## src/rtl/pdm_pkg.sv

```systemverilog
// Package pdm_pkg: shared mode encoding, control-bit bundle and clock-select codes
// for the power-down mode controller. Assumes exactly seven operating modes.
package pdm_pkg;

    localparam int NUM_MODES = 7;
    localparam int MODE_W    = $clog2(NUM_MODES);
    localparam int CSEL_W    = 2;

    localparam logic [CSEL_W-1:0] CSEL_FULL = 2'b00;
    localparam logic [CSEL_W-1:0] CSEL_MED  = 2'b01;
    localparam logic [CSEL_W-1:0] CSEL_SUB  = 2'b10;
    localparam logic [CSEL_W-1:0] CSEL_STOP = 2'b11;

    typedef enum logic [MODE_W-1:0] {
        M_HS    = 3'd0,
        M_MS    = 3'd1,
        M_SUB   = 3'd2,
        M_SLP   = 3'd3,
        M_SSLP  = 3'd4,
        M_STBY  = 3'd5,
        M_WATCH = 3'd6
    } mode_e;

    typedef struct packed {
        logic dxfer;
        logic sstby;
        logic msel;
        logic lsel;
        logic tmode;
    } ctl_t;

endpackage

```

## src/rtl/pdm_next_decode.sv

```systemverilog
// Module pdm_next_decode: combinational next-mode selection.
// Assumes sleep and wake are already qualified single-cycle events. In active
// modes only the sleep event counts, and in low-power modes only the wake event.
// Any combination the rules leave open returns the current mode.
module pdm_next_decode
    import pdm_pkg::*;
(
    input  mode_e cur_mode,
    input  logic  sleep_ev,
    input  logic  wake_ev,
    input  ctl_t  ctl,
    output mode_e nxt_mode
);

    mode_e resume_act;

    // Active mode chosen on wake from a full-clock low-power mode
    always_comb resume_act = ctl.msel ? M_MS : M_HS;

    // Transition table
    always_comb begin
        nxt_mode = cur_mode;
        unique case (cur_mode)
            M_HS, M_MS: begin
                if (sleep_ev) begin
                    if (!ctl.dxfer) begin
                        if (!ctl.sstby)      nxt_mode = M_SLP;
                        else if (!ctl.tmode) nxt_mode = M_STBY;
                        else                 nxt_mode = M_WATCH;
                    end else if (ctl.sstby && ctl.tmode && ctl.lsel) begin
                        nxt_mode = M_SUB;
                    end else if (!ctl.sstby && !ctl.lsel) begin
                        if (cur_mode == M_HS && ctl.msel)       nxt_mode = M_MS;
                        else if (cur_mode == M_MS && !ctl.msel) nxt_mode = M_HS;
                    end
                end
            end
            M_SUB: begin
                if (sleep_ev) begin
                    if (!ctl.dxfer) begin
                        if (!ctl.sstby)     nxt_mode = M_SSLP;
                        else if (ctl.tmode) nxt_mode = M_WATCH;
                    end else if (ctl.sstby && ctl.tmode && !ctl.lsel) begin
                        nxt_mode = resume_act;
                    end
                end
            end
            M_SLP, M_STBY: if (wake_ev) nxt_mode = resume_act;
            M_WATCH:       if (wake_ev) nxt_mode = ctl.lsel ? M_SUB : resume_act;
            M_SSLP:        if (wake_ev) nxt_mode = M_SUB;
            default:       nxt_mode = M_HS;
        endcase
    end

endmodule

```

## src/rtl/pdm_mode_reg.sv

```systemverilog
// Module pdm_mode_reg: holds the current mode. Synchronous active-low reset
// to high-speed active. Loads the decoder result on every clock edge.
module pdm_mode_reg
    import pdm_pkg::*;
(
    input  logic  clk,
    input  logic  rst_n,
    input  mode_e nxt_mode,
    output mode_e cur_mode
);

    // Mode state register
    always_ff @(posedge clk) begin
        if (!rst_n) cur_mode <= M_HS;
        else        cur_mode <= nxt_mode;
    end

endmodule

```

## src/rtl/pdm_out_encode.sv

```systemverilog
// Module pdm_out_encode: turns the registered mode into a one-hot vector and a
// clock-select code. Pure decode of a register, so both outputs change together.
module pdm_out_encode
    import pdm_pkg::*;
(
    input  mode_e               cur_mode,
    output logic [NUM_MODES-1:0] mode_oh,
    output logic [CSEL_W-1:0]    clk_sel
);

    // One decoder bit per mode
    for (genvar i = 0; i < NUM_MODES; i++) begin : g_oh
        assign mode_oh[i] = (cur_mode == mode_e'(MODE_W'(i)));
    end

    // Clock source requested from the clock generator
    always_comb begin
        unique case (cur_mode)
            M_HS, M_SLP:     clk_sel = CSEL_FULL;
            M_MS:            clk_sel = CSEL_MED;
            M_SUB, M_SSLP:   clk_sel = CSEL_SUB;
            M_STBY, M_WATCH: clk_sel = CSEL_STOP;
            default:         clk_sel = CSEL_FULL;
        endcase
    end

endmodule

```

## src/rtl/pdm_mode_ctrl.sv

```systemverilog
// Module pdm_mode_ctrl: top of the power-down mode controller.
// Assumes the control bits are stable around the sleep strobe and that
// sleep_req is a single-cycle pulse. Outputs are registered-mode decodes.
module pdm_mode_ctrl
    import pdm_pkg::*;
(
    input  logic                 clk,
    input  logic                 rst_n,
    input  logic                 sleep_req,
    input  logic                 wake_evt,
    input  logic                 dxfer_en,
    input  logic                 sw_stby,
    input  logic                 med_sel,
    input  logic                 low_sel,
    input  logic                 tmr_sel,
    output logic [NUM_MODES-1:0] mode_oh,
    output logic [CSEL_W-1:0]    clk_sel
);

    ctl_t  ctl;
    mode_e cur_mode;
    mode_e nxt_mode;

    // Bundle the control bits
    always_comb ctl = '{dxfer: dxfer_en, sstby: sw_stby, msel: med_sel,
                        lsel: low_sel, tmode: tmr_sel};

    pdm_next_decode u_dec (
        .cur_mode (cur_mode),
        .sleep_ev (sleep_req),
        .wake_ev  (wake_evt),
        .ctl      (ctl),
        .nxt_mode (nxt_mode)
    );

    pdm_mode_reg u_reg (
        .clk      (clk),
        .rst_n    (rst_n),
        .nxt_mode (nxt_mode),
        .cur_mode (cur_mode)
    );

    pdm_out_encode u_enc (
        .cur_mode (cur_mode),
        .mode_oh  (mode_oh),
        .clk_sel  (clk_sel)
    );

endmodule

```

## config.mk

```make
export PLATFORM = sky130hd
export DESIGN_NAME = pdm_mode_ctrl
export DESIGN_NICKNAME = d
export VERILOG_FILES = /design/src/rtl/pdm_pkg.sv /design/src/rtl/pdm_next_decode.sv /design/src/rtl/pdm_mode_reg.sv /design/src/rtl/pdm_out_encode.sv /design/src/rtl/pdm_mode_ctrl.sv
export SDC_FILE = /design/constraint.sdc
export NUM_CORES = 1
export LEC_CHECK = 0
export BUFFER_PORTS_ARGS = -buffer_cell sky130_fd_sc_hd__buf_2
export CORE_AREA = 2 2 39 41
export DETAILED_ROUTE_END_ITERATION = 8
export DIE_AREA = 0 0 41 43
export HOLD_SLACK_MARGIN = 0.03
export PLACE_DENSITY = 0.69
export SETUP_SLACK_MARGIN = 0.4
export SLEW_MARGIN = 5
export SYNTH_ARGS = -nofsm -noshare
export SYNTH_HDL_FRONTEND = slang
export SYNTH_SLANG_ARGS = --single-unit
```

## constraint.sdc

```tcl
create_clock -name clk -period 1.4 [get_ports clk]
set_input_delay 0.14 -clock clk [delete_from_list [all_inputs] [get_ports clk]]
set_output_delay 0.14 -clock clk [all_outputs]
set_load 0.005 [all_outputs]
```

==> impl_metrics.toml <==
[yosys]
synth_top_family_by_area = "simple AND/OR/NAND/NOR gates"
synth-async-reset-ratio_pct = 0
yosys.area_share.simple_pct = 35.13
ys_seq_area_share_pct = 15.19
synth_cell_types = 30
synthesis.area_sq_um = 395.4
syn-num-nets = 68
yosysWarnings = 0
synth-xor-area-share_pct = 4.430
synth_compound_area_share_pct = 32.59
synth_edf_count = 0
synth_mux_area_share_pct = 2.532
synthAdderAreaFrac_pct = 0
synth_area_leaders = "dfxtp_1, nand2_1, nand2b_1"
netlist_instances = 59
yosys.area.top_type = "dfxtp_1"
synth_ff_type = "dfxtp_1"
synth_top_area_share_pct = 15.19
synth-seq-cells = 3
postSynthAreaPerCell_sq_um = 6.701

[setup_path]
cp-end-kind = "register"
worst_ep_arrival_time_ps = 1500
cp.required_ps = 1550
cp-start-kind = "register"
criticalPathCategory = "register to register"
reg2regPathDepth = 4
rr_startpoint = "u_reg.cur_mode[1]$_SDFFE_PN0P_"
rrSetupSlack_ps = 50
timing.rr.end = "u_reg.cur_mode[0]$_SDFFE_PN0P_"
crit_path_max_fanout = 5

[die]
die-area_sq_mm = 0.001763
num_io_pins = 18
coreArea_sq_mm = 0.001384
die_x_microns = 41
initial_core_util_pct = 28.57
rows = 14
die_h_microns = 43

[global_routing]
grt_first_pass_wirelength_microns = 1835
first_global_vias = 465
track_usage_pct = 15.33
grt-ovfl-total = 0
antenna_found_initial = 0
grt_max_degree = 9

[final_layout]
fillers = 131
max_flop_register = "u_reg.cur_mode"
fin_util_pct = 50.63
fin_nets = 102
n_antenna_cell = 0
largest_register_ffs = 3
drive_gt1_share_pct = 56.52
area_growth_pct = 77.22
multiInputGateArea_sq_um = 337.8
reg_top3 = "u_reg.cur_mode (3)"
seqCellArea_sq_um = 71.32

[sta]
fin_crit_ps = 1354
finalSetupViolCount = 0
skew_ps = 5.907
hold_viol = 0
slew_viol_final = 0
fin_ws_ps = 45.89
period_share_pct = 96.72
worst_pin_slew_ps = 278.6
relSlewSlack_pct = 81.39
grt_setup_unrepaired = "yes"
clock.fmax_mhz = 738.5

[cts]
cts.htree.levels = 1
clk_latency_ps = 260
clk_pin_slew_ps = 40
cts_buffer_depth = 2
numCtsBuffers = 3
cts_tree = "built"
cts_root_buf = "clkbuf_4"
cts.sinks = 3

[placement]
place.gp.congestion = 0.8007
port-buffer-count = 17
place_ws_ps = -47.60
post-dp-hpwl_microns = 806.2

[routing]
wirelength_microns = 1309
first_pass_iters = 4
drt_drc_violations_left = 0
via_per_inst = 5.296
final_antenna_net_count = 0
drt_iter0_markers = 12
wl_per_cell_microns = 12.12
num_vias = 572

[run]
cap_violations = 0

[worst_hold_path]
whs_path_depth = 3
hp-start = "rst_n"
worstHoldPathType = "input pin to register"
hold_path_end = "u_reg.cur_mode[2]$_SDFFE_PN0P_"

[power_and_ir_drop]
power_density_mw_per_mm2 = 876.3
leakagePower_nw = 0.3658
totalPowerFinal_mw = 0.6140
peakVddDrop_uv = 320.2

[status]
status = "finished, final reports clean"
worst max path at each step:
| stage | start | endpoint |
|---|---|---|
| 2_1_floorplan | u_reg.cur_mode[2]$_SDFFE_PN0P_ | u_reg.cur_mode[0]$_SDFFE_PN0P_ |
| 3_3_place_gp | u_reg.cur_mode[1]$_SDFFE_PN0P_ | u_reg.cur_mode[0]$_SDFFE_PN0P_ |
| 3_5_place_dp | u_reg.cur_mode[1]$_SDFFE_PN0P_ | u_reg.cur_mode[0]$_SDFFE_PN0P_ |
| 4_1_cts | u_reg.cur_mode[1]$_SDFFE_PN0P_ | u_reg.cur_mode[0]$_SDFFE_PN0P_ |
| 5_1_grt | u_reg.cur_mode[1]$_SDFFE_PN0P_ | clk_sel[0] |
| 6_report | u_reg.cur_mode[1]$_SDFFE_PN0P_ | u_reg.cur_mode[0]$_SDFFE_PN0P_ |
synthesized netlist by cell type, types with 2 or more instances:
master    instances
nand2_1          11
a211oi_1          2
o21ai_0           2
xor2_1            2
buf_2             2
inv_1             4
a21oi_1           2
nor3_1            2
nor2_1            6
nand2b_1          4
dfxtp_1           3
repair_timing:
action / 4_1_cts / 5_1_grt
setup buffers: 9 / 0
hold buffers: 0 / 0
cloned: 0 / 0
endpoints found under the setup margin: 12 / 12
pin swaps: 7 / 3
gates resized for setup: 20 / 6
hold endpoints to repair: 0 / 0
power by group:
part | leakage, nW | internal, mW | switching, mW
Clock | 0.0150 | 0.108 | 0.0657
Sequential | 0.0267 | 0.0990 | 0.0206
Combinational | 0.324 | 0.178 | 0.142
area by class of cell:
cell class | count | area share [%]
well taps | 16 | 2.857
inverters | 4 | 2.500
multi-input cells | 48 | 48.21
flip-flops and latches | 3 | 10.18
repair buffers | 33 | 32.50
clock buffers | 4 | 3.750
stage by stage:
step / instance area (sq um) / hold WS (ps) / setup TNS [ps] / cells
3_5_place_dp: 528.0 / 407.1 / -48.79 / 95
5_1_grt: 700.7 / 149.2 / -6.332 / 108
4_1_cts: 676.9 / 149.1 / 0 / 108
6_report: 700.7 / 142.1 / 0 / 108
3_3_place_gp: 528.0 / 416.0 / -27.14 / 95
2_1_floorplan: 401.6 / 256.1 / 0 / 59
placed cells by master (no fill, tap or decap), types with 2 or more instances in the layout:
| cell | synthesis | final |
|---|---|---|
| a211oi_2 | 1 | 2 |
| buf_2 | 2 | 17 |
| buf_4 | 0 | 10 |
| buf_6 | 1 | 6 |
| clkbuf_4 | 0 | 3 |
| dfxtp_4 | 0 | 3 |
| inv_1 | 4 | 3 |
| nand2_1 | 11 | 8 |
| nand2_2 | 0 | 2 |
| nand2b_1 | 4 | 4 |
| nor2_1 | 6 | 4 |
| nor2_2 | 0 | 2 |
| xor2_1 | 2 | 2 |
worst max-delay path: stages, from the launching register on:
cell	delay, ps
dfxtp_4	350
or2_4	260
a221o_1	290
o211a_1	120
o221a_1	220
kinds of logic after synthesis:
group | after synthesis
AOI/OAI and AO/OA | 16
xor gates and xnor gates | 2
buffers and inverters | 8
DFF | 3
muxes | 1
and+or+nand+nor | 29
routing by layer:
| layer | global-route usage (%) | part of all wire [%] | vias up |
|---|---|---|---|
| met1 | 13.74 | 37 | 264 |
| met5 | 0 | 0 | - |
| met3 | 3.141 | 7.0 | 5 |
| li1 | - | - | 275 |
| met2 | 28.75 | 53 | 28 |
| met4 | 8.000 | 3.4 | 0 |
Note: power is estimated with default switching activity, not from simulation.
